$ cat src/rtl/ddrdec_pkg.sv
package ddrdec_pkg;

    typedef enum logic [2:0] {
        CMD_NOP  = 3'd0,
        CMD_ACT  = 3'd1,
        CMD_RD   = 3'd2,
        CMD_WR   = 3'd3,
        CMD_PRE  = 3'd4,
        CMD_AREF = 3'd5,
        CMD_SREF = 3'd6,
        CMD_MRS  = 3'd7
    } cmd_e;

    typedef struct packed {
        logic cs_n;
        logic ras_n;
        logic cas_n;
        logic we_n;
    } pins_t;

    localparam int AP_BIT = 10;

    function automatic cmd_e decode_cmd(input pins_t p, input logic cke);
        cmd_e c;
        if (p.cs_n) begin
            c = CMD_NOP;
        end else begin
            unique case ({p.ras_n, p.cas_n, p.we_n})
                3'b011:  c = CMD_ACT;
                3'b101:  c = CMD_RD;
                3'b100:  c = CMD_WR;
                3'b010:  c = CMD_PRE;
                3'b001:  c = cke ? CMD_AREF : CMD_SREF;
                3'b000:  c = CMD_MRS;
                default: c = CMD_NOP;
            endcase
        end
        return c;
    endfunction

    function automatic logic is_access(input cmd_e c);
        return (c == CMD_RD) || (c == CMD_WR);
    endfunction

endpackage

$ cat src/rtl/ddrdec_cmd_decode.sv
module ddrdec_cmd_decode
    import ddrdec_pkg::*;
(
    input  pins_t pins_i,
    input  logic  cke_i,
    input  logic  en_i,
    output cmd_e  cmd_o
);
    always_comb begin
        if (en_i) cmd_o = decode_cmd(pins_i, cke_i);
        else      cmd_o = CMD_NOP;
    end
endmodule

$ cat src/rtl/ddrdec_bank.sv
module ddrdec_bank #(
    parameter int ROW_W = 13
) (
    input  logic             clk_i,
    input  logic             rst_i,
    input  logic             open_en_i,
    input  logic             close_en_i,
    input  logic [ROW_W-1:0] row_i,
    output logic             open_o,
    output logic [ROW_W-1:0] row_o
);
    always_ff @(posedge clk_i) begin
        if (rst_i) begin
            open_o <= 1'b0;
            row_o  <= '0;
        end else if (open_en_i) begin
            open_o <= 1'b1;
            row_o  <= row_i;
        end else if (close_en_i) begin
            open_o <= 1'b0;
        end
    end

    p_open_close_excl_r7: assert property (@(posedge clk_i) disable iff (rst_i)
        !(open_en_i && close_en_i))
        else $error("bank open and close requested together");
endmodule

$ cat src/rtl/ddr_cmd_decoder.sv
module ddr_cmd_decoder
    import ddrdec_pkg::*;
#(
    parameter int ROW_W    = 13,
    parameter int BANK_W   = 2,
    parameter bit ORG_X16  = 1'b1
) (
    input  logic                   clk_i,
    input  logic                   rst_i,
    input  logic                   cke_i,
    input  logic                   cs_n_i,
    input  logic                   ras_n_i,
    input  logic                   cas_n_i,
    input  logic                   we_n_i,
    input  logic [BANK_W-1:0]      ba_i,
    input  logic [ROW_W-1:0]       addr_i,
    output logic [2:0]             cmd_o,
    output logic [BANK_W-1:0]      bank_o,
    output logic [ROW_W-1:0]       addr_o,
    output logic [ROW_W-1:0]       row_o,
    output logic                   auto_pre_o,
    output logic                   illegal_o,
    output logic                   self_refresh_o,
    output logic [(1<<BANK_W)-1:0] bank_open_o
);
    localparam int NB    = 1 << BANK_W;
    localparam int COL_W = ORG_X16 ? 9 : 10;

    pins_t            pins;
    cmd_e             cmd_now;
    logic             cke_q;
    logic             sref_q;
    logic [NB-1:0]    open_v;
    logic [NB-1:0]    act_en;
    logic [NB-1:0]    close_en;
    logic [ROW_W-1:0] rows [NB];
    logic             sel_open;
    logic             a10;
    logic             rw_now;
    logic             illegal_now;
    logic [ROW_W-1:0] col_ext;

    assign pins = '{cs_n: cs_n_i, ras_n: ras_n_i, cas_n: cas_n_i, we_n: we_n_i};

    ddrdec_cmd_decode u_dec (
        .pins_i (pins),
        .cke_i  (cke_i),
        .en_i   (cke_q),
        .cmd_o  (cmd_now)
    );

    assign sel_open    = open_v[ba_i];
    assign a10         = addr_i[AP_BIT];
    assign rw_now      = is_access(cmd_now);
    assign illegal_now = ((cmd_now == CMD_ACT) && sel_open) || (rw_now && !sel_open);
    assign col_ext     = ROW_W'(addr_i[COL_W-1:0]);

    for (genvar b = 0; b < NB; b++) begin : g_bank
        assign act_en[b]   = (cmd_now == CMD_ACT) && (ba_i == BANK_W'(b)) && !open_v[b];
        assign close_en[b] = ((cmd_now == CMD_PRE) && (a10 || (ba_i == BANK_W'(b)))) ||
                             (rw_now && (ba_i == BANK_W'(b)) && open_v[b] && a10);
        ddrdec_bank #(.ROW_W(ROW_W)) u_bank (
            .clk_i      (clk_i),
            .rst_i      (rst_i),
            .open_en_i  (act_en[b]),
            .close_en_i (close_en[b]),
            .row_i      (addr_i),
            .open_o     (open_v[b]),
            .row_o      (rows[b])
        );
    end

    always_ff @(posedge clk_i) begin
        if (rst_i) begin
            cke_q      <= 1'b1;
            sref_q     <= 1'b0;
            cmd_o      <= CMD_NOP;
            bank_o     <= '0;
            addr_o     <= '0;
            row_o      <= '0;
            auto_pre_o <= 1'b0;
            illegal_o  <= 1'b0;
        end else begin
            cke_q <= cke_i;
            if (cmd_now == CMD_SREF) sref_q <= 1'b1;
            else if (cke_i)          sref_q <= 1'b0;
            cmd_o      <= cmd_now;
            illegal_o  <= illegal_now;
            auto_pre_o <= rw_now && sel_open && a10;
            row_o      <= (rw_now && sel_open) ? rows[ba_i] : '0;
            unique case (cmd_now)
                CMD_ACT:        begin bank_o <= ba_i; addr_o <= addr_i;  end
                CMD_RD, CMD_WR: begin bank_o <= ba_i; addr_o <= col_ext; end
                CMD_PRE:        begin bank_o <= ba_i; addr_o <= '0;      end
                CMD_MRS:        begin bank_o <= '0;   addr_o <= addr_i;  end
                default:        begin bank_o <= '0;   addr_o <= '0;      end
            endcase
        end
    end

    assign self_refresh_o = sref_q;
    assign bank_open_o    = open_v;

    p_deselect_nop_r1: assert property (@(posedge clk_i) disable iff (rst_i)
        cs_n_i |=> (cmd_o == CMD_NOP))
        else $error("deselected edge not reported as NOP");

    p_autopre_idle_r5: assert property (@(posedge clk_i) disable iff (rst_i)
        auto_pre_o |-> !bank_open_o[bank_o])
        else $error("auto-precharged bank still open");

    p_illegal_hold_r7: assert property (@(posedge clk_i) disable iff (rst_i)
        illegal_o |-> (bank_open_o == $past(bank_open_o)))
        else $error("illegal command changed bank state");

    p_illegal_kind_r7: assert property (@(posedge clk_i) disable iff (rst_i)
        illegal_o |-> (cmd_o == CMD_ACT || cmd_o == CMD_RD || cmd_o == CMD_WR))
        else $error("illegal flag on a non-bank command");

    p_cke_suspend_r8: assert property (@(posedge clk_i) disable iff (rst_i)
        !cke_i |=> ##1 (cmd_o == CMD_NOP))
        else $error("command decoded after clock enable low");

    p_sref_hold_r9: assert property (@(posedge clk_i) disable iff (rst_i)
        (self_refresh_o && !cke_i) |=> self_refresh_o)
        else $error("self refresh left while clock enable low");
endmodule

$ cat config.mk
export PLATFORM = sky130hd
export DESIGN_NAME = ddr_cmd_decoder
export DESIGN_NICKNAME = d
export VERILOG_FILES = /design/src/rtl/ddrdec_pkg.sv /design/src/rtl/ddrdec_cmd_decode.sv /design/src/rtl/ddrdec_bank.sv /design/src/rtl/ddr_cmd_decoder.sv
export SDC_FILE = /design/constraint.sdc
export NUM_CORES = 1
export LEC_CHECK = 0
export BUFFER_PORTS_ARGS = -buffer_cell sky130_fd_sc_hd__buf_2
export CORE_ASPECT_RATIO = 0.9
export CORE_MARGIN = 1
export CORE_UTILIZATION = 55
export CTS_CLUSTER_SIZE = 24
export DETAILED_ROUTE_END_ITERATION = 10
export PLACE_DENSITY = 0.78
export SETUP_SLACK_MARGIN = 0.02
export SYNTH_ARGS = -nofsm -noshare
export SYNTH_HDL_FRONTEND = slang
export SYNTH_SLANG_ARGS = --single-unit
$ cat constraint.sdc
create_clock -name clk_i -period 2.4 [get_ports clk_i]
set_clock_uncertainty 0.1 [all_clocks]
set_input_delay 0.6 -clock clk_i [delete_from_list [all_inputs] [get_ports clk_i]]
set_output_delay 0.6 -clock clk_i [all_outputs]
set_load 0.05 [all_outputs]
---- Yosys cells after proc, flatten, opt, wreduce, memory -nomap -nowiden ----
Cells that the tools add are included.
storage, ports and cells
  input port bits ......................... 22
  register bits ........................... 91
  output and inout port bits .............. 38
  logic and storage cells ................. 110
cells by class
  multiplexer cells ....................... 20
  reduce and logical (&&, ||, !) cells .... 55
  bitwise operators ....................... 3
  $lt $le $gt $ge ......................... 2
  eq/ne operators ......................... 14
operators by type and width
  cell                                                                   count
  1-bit logical AND                                                      28
  13-bit binary-select mux with 2-bit select                             1
  13-bit 2-to-1 mux                                                      2
  13-bit one-hot mux with 2 select lines                                 1
  3-bit one-hot mux with 6 select lines                                  1
  3-bit == test (second input constant)                                  5
  3-bit by 2-bit == test with 1-bit output (second input constant)       4
  1-bit 2-to-1 mux                                                       11
  1-bit logical OR                                                       10
  2-bit nonzero test                                                     5
  2-bit OR reduction                                                     4
  3-bit by 1-bit == test with 1-bit output (second input constant)       2
  3-bit 2-to-1 mux                                                       2
  1-bit zero test                                                        5
  2-bit == test (second input constant)                                  2
  4-bit OR reduction                                                     1
  3-bit greater-or-equal comparator (second input constant)              1
  3-bit zero test                                                        1
  2-bit by 3-bit < comparator with 1-bit output (second input constant)  1
  2-bit NOT with 3-bit output                                            1
  1-bit binary-select mux with 2-bit select                              1
  2-bit by 1-bit == test with 1-bit output (second input constant)       1
  2-bit zero test                                                        1
  2-bit 2-to-1 mux                                                       1
  1-bit NOT                                                              2

---- Longest topological paths before layout ----
  depth after elaboration ................. 12
  depth in mapped cells ................... 7
  mapped depth without buffers ............ 4

---- Hierarchy ----
A second synthesis with hierarchy kept.
unflattened totals
  cell total of the unflattened synthesis .. 317
  area total of the unflattened synthesis .. 3590.9 sq um
modules (own cells, without submodules)
  module             instances  seq. area each (sq um)  area each (sq um)  cells each
  ddrdec_bank        4          280.3                   510.5              46
  ddr_cmd_decoder    1          700.7                   1502.7             125
  ddrdec_cmd_decode  1          0.0                     46.3               8

---- Least setup slack after synthesis ----
No wires, ideal clock.
  kind .................................... input -> register
  start point ............................. in ras_n_i
  end point ............................... reg g_bank[3].u_bank.row_o[10]
  buffers on the path ..................... 2
  library setup time ...................... 0.128 ns
  cell stages on the path ................. 6
  data required time ...................... 2.172 ns
  path slack .............................. 0.388 ns
  data arrival time ....................... 1.785 ns
  path through ............................ buf_2 > nand3b_1 > nor4_4 > buf_4 > mux2i_1 > nor2_1
on the way
  longest elaborated chain between the ends .. 7
  elaborated cells between the ends (all ways) .. 12
  those cells by class .................... eq/ne: 6; mux: 3; reduce/logical: 3
ends and longest elaborated chain
  element                                                           line                     source
  start, declared                                                   ddr_cmd_decoder.sv:12    input logic ras_n_i,
  3-bit by 1-bit == test with 1-bit output (tied with other cells)  ddrdec_pkg.sv:28         unique case ({p.ras_n, p.cas_n, p.we_n})
  3-bit one-hot mux with 6 select lines *                           ddrdec_pkg.sv:28
  3-bit 2-to-1 mux *                                                ddrdec_pkg.sv:25         if (p.cs_n) begin
  3-bit 2-to-1 mux *                                                ddrdec_cmd_decode.sv:10  if (en_i) cmd_o = decode_cmd(pins_i, cke_i);
  3-bit by 1-bit == test with 1-bit output *                        ddr_cmd_decoder.sv:59    assign act_en[b] = (cmd_now == CMD_ACT) && (ba_i == BANK_W'(b)) && !open_v[b];
  1-bit logical AND * (2 in a row)                                  ddr_cmd_decoder.sv:59
  end signal, assigned                                              ddrdec_bank.sv:18        row_o <= row_i;
  end, declared                                                     ddrdec_bank.sv:10        output logic [ROW_W-1:0] row_o
Every way passes the cells marked *; elsewhere a longest branch is shown, timed or not.
A chain may end at the register's enable or synchronous reset.

---- Worst setup path after layout ----
  start point ............................. reg g_bank[3].u_bank.open_o
  end point ............................... out bank_open_o[3]
RTL lines
  element                 line                   source
  start, declared         ddrdec_bank.sv:9       output logic open_o,
  start signal, assigned  ddrdec_bank.sv:14      open_o <= 1'b0;
  start signal, assigned  ddrdec_bank.sv:17      open_o <= 1'b1;
  start signal, assigned  ddrdec_bank.sv:20      open_o <= 1'b0;
  end, declared           ddr_cmd_decoder.sv:24  output logic [(1<<BANK_W)-1:0] bank_open_o
No word-level cell between the ends.

==> summary.md <==
| Metric | Value |
|---|---|
| Critical Path Source | `g_bank[3].u_bank.open_o$_SDFFE_PP0P_` |
| Max_slew headroom | `0.624` |
| Levels on crit path | `1` |
| Critical-path cell list | `buf_2` |
| Worst skew pair latency | `between 300 and 400 ps` |
| FF-to-FF Start | `cke_q$_SDFF_PP1_` |
| Crit path largest cell delay | `440 ps` |
| Layout cell share with drive strength beyond 1 | `0.310` |
| Worst-Margin Slew | `between 500 and 600 ps` |
| Largest net degree at the start of global routing | `59` |
| FILL cells | `approximately 500` |
| R2R cell count | `5` |
| CP bufs+invs | `1` |
| Most frequent cells in the layout | `91 x dfxtp_1, 60 x nor2_1, 59 x buf_2, 53 x mux2i_1, 16 x buf_4` |
| Core area | `approximately 6200 µm²` |
| Worst-path maximum fanout | `5` |
| Post-CTS Resized | `0` |
| CTS Root Cell | `clkbuf_8` |
| Leakage | `1.97 nW` |
| Worst Setup End Kind | `output port` |
| Drt first pass iters | `6` |
| Commonest non-fill, non-tap cell in the layout | `dfxtp_1` |
| Mux cell area share after synthesis | `0.237` |
| DIE AREA | `approximately 6800 µm²` |
| Port bufs | `approximately 60` |
| Setup TNS | `0 ps` |
| Gate power share | `0.098` |
| Final setup violation count | `0` |
| Internal | `2.08 mW` |
| Hold bufs inserted after CTS | `0` |
| Worst path top cell family by delay | `flip-flops` |
| EDFF count, synth | `0` |
| Post-CTS Setup Inserts | `0` |
| Die height | `between 70 and 80 µm` |
| Max-cap viol count | `0` |
| Net switching power | `0.710 mW` |
| Hold_sp | `self_refresh_o$_SDFFE_PP0P_` |
| Vias in the first global route | `2372` |
| Seq/Total Area, Yosys | `0.510` |
| Setup CP Type | `reg -> out` |
| Compound-Gate Fraction of Synth Area | `0.0375` |
| Switching share of power | `0.255` |
| DP Wirelength | `between 4000 and 5000 µm` |
| Num CTS Buffers | `9` |
| Placer Congestion | `0.792` |
| Synth Flop Type | `dfxtp_1` |
| Syn nets | `between 300 and 400` |
| GR Overflow Total | `0` |
| Syn Inst Count | `318` |
| CP Data Required Time | `between 1500 and 2000 ps` |
| Xor and xnor fraction of the mapped netlist area | `0.00491` |
| Final Cycle Share | `0.754` |
| Clk slew on worst S/H paths | `80 ps` |
| #FFs+latches synth | `between 90 and 100` |
| Setup crit start kind | `flop` |
| Synth Cell Area | `between 3000 and 4000 µm²` |
| Power Total | `between 2 and 3 mW` |
| Synth Area in Adders | `0` |
| CTS tree | `built` |
| Total GRT Usage | `0.225` |
| Status | `finished clean` |
| Clock Power Share | `0.344` |
| Routed len/inst | `14.8 µm` |
| Crit-path slowest cell | `dfxtp_1` |
| Synth Area in Simple Gates | `0.165` |
| Number of H-tree levels | `3` |
| Initial antenna violation count | `0` |
| Area growth, synth to finish | `16.4%` |
| Initial core utilization | `0.577` |
| Final core occ | `0.672` |
| Peak supply drop | `~0.00048 V` |
| Synth warnings | `0` |
| First-pass GRT wire length | `~12000 µm` |
| Power per cell area | `about 670 nW/µm²` |
| Max Buffers Root-to-Sink | `2` |
| Final antenna-violating net count | `0` |
| Final wirelength | `6980 µm` |
| Non-filler cells, final | `approximately 470` |
| Antenna Cells | `0` |
| CTS Sinks | `between 90 and 100` |
| Vias/cell | `5.26` |
| DRT iter0 DRCs | `184` |
| Drt drc | `0` |
| Worst Hold Depth | `2` |
| Reg power frac | `0.558` |
| Max-slew violations | `0` |
| Vias after detailed routing | `roughly 2.5k` |
| Reg2reg setup slack | `approximately 700 ps` |
| Ports | `60` |
| Final Critical Period | `approximately 1800 ps` |
| Async SR Flop Fraction | `0` |
| Hold Path Class | `reg -> reg` |
| Worst Path Arrival | `1110 ps` |
| Post-synth cell types | `37` |
| Achievable frequency | `553 MHz` |
| Die W | `a little under 90 µm` |
| Syn avg cell area | `11.2 µm²` |
| Nets | `about 400` |
| Largest family of logic cells by synthesized area | `multiplexers` |
| Unrepaired setup endpoints after global routing | `false` |
| # rows | `27` |
| Placed insts | `around 460` |
| Final hold vios | `0` |
## cell families after synthesis
| kind of cell | Yosys count |
|---|---|
| xor gates and xnor gates | 2 |
| DFF | 91 |
| muxes | 67 |
| buffers and inverters | 29 |
| AOI/OAI and AO/OA | 18 |
| and+or+nand+nor | 111 |
## metrics by stage
step / setup WS (ps) / hold slack (ps) / area, µm²
2_1_floorplan: 388 / 355 / 3570
3_3_place_gp: 317 / 347 / 3970
3_5_place_dp: 269 / 357 / 3970
4_1_cts: 578 / 376 / 4160
5_1_grt: 516 / 389 / 4160
6_report: 591 / 375 / 4160
## registers in the layout, indices dropped and copies added (netlist names)
register              count
g_bank.u_bank.open_o      4
addr_o                   13
auto_pre_o                1
row_o                    13
cmd_o                     3
g_bank.u_bank.row_o      52
bank_o                    2
cke_q                     1
self_refresh_o            1
illegal_o                 1
## Yosys cell counts, drive strengths merged (2+ instances only)
library cell	number	share of area
a21oi	4	0.0056
a31oi	7	0.012
and2	13	0.023
buf	17	0.032
clkbuf	8	0.0084
dfxtp	91	0.51
inv	4	0.0042
mux2i	53	0.15
mux4	14	0.088
nand2	2	0.0021
nand2b	2	0.0035
nand3	4	0.0070
nor2	60	0.063
nor2b	14	0.031
nor3	5	0.0070
nor3b	3	0.0063
nor4	2	0.0077
o21ai	2	0.0028
## power groups by stage
stage                     Combinational (mW)  Sequential (mW)  Clock (mW)
after CTS                              0.273             1.56       0.986
after detailed placement               0.272             1.59           0
after global routing                   0.292             1.56        1.03
after floorplan                        0.177             1.62           0
final                                  0.273             1.56       0.960
after global placement                 0.269             1.59           0
## final cells by class
cell class                 count  area, µm²  share of cell area
sequential                    91       1820               0.438
multi-input combinational    198       1590               0.382
timing repair buffer          76        435               0.105
clock buffer                  12        165              0.0397
tap                           87        109              0.0262
clock inverter                 3       22.5             0.00542
inverter                       4       15.0             0.00361
## metal layers
layer	GRT usage	share of wire
met5	0.00826	0
met1	0.285	0.43
met3	0.0578	0.063
met2	0.365	0.50
met4	0.0917	0.0077
## worst paths after layout
path / to
hold / removal: self_refresh_o$_SDFFE_PP0P_
hold reg to reg: self_refresh_o$_SDFFE_PP0P_
setup reg to reg: addr_o[8]$_SDFF_PP0_
setup / recovery: bank_open_o[3]
Power figures use the tool's default switching activity.
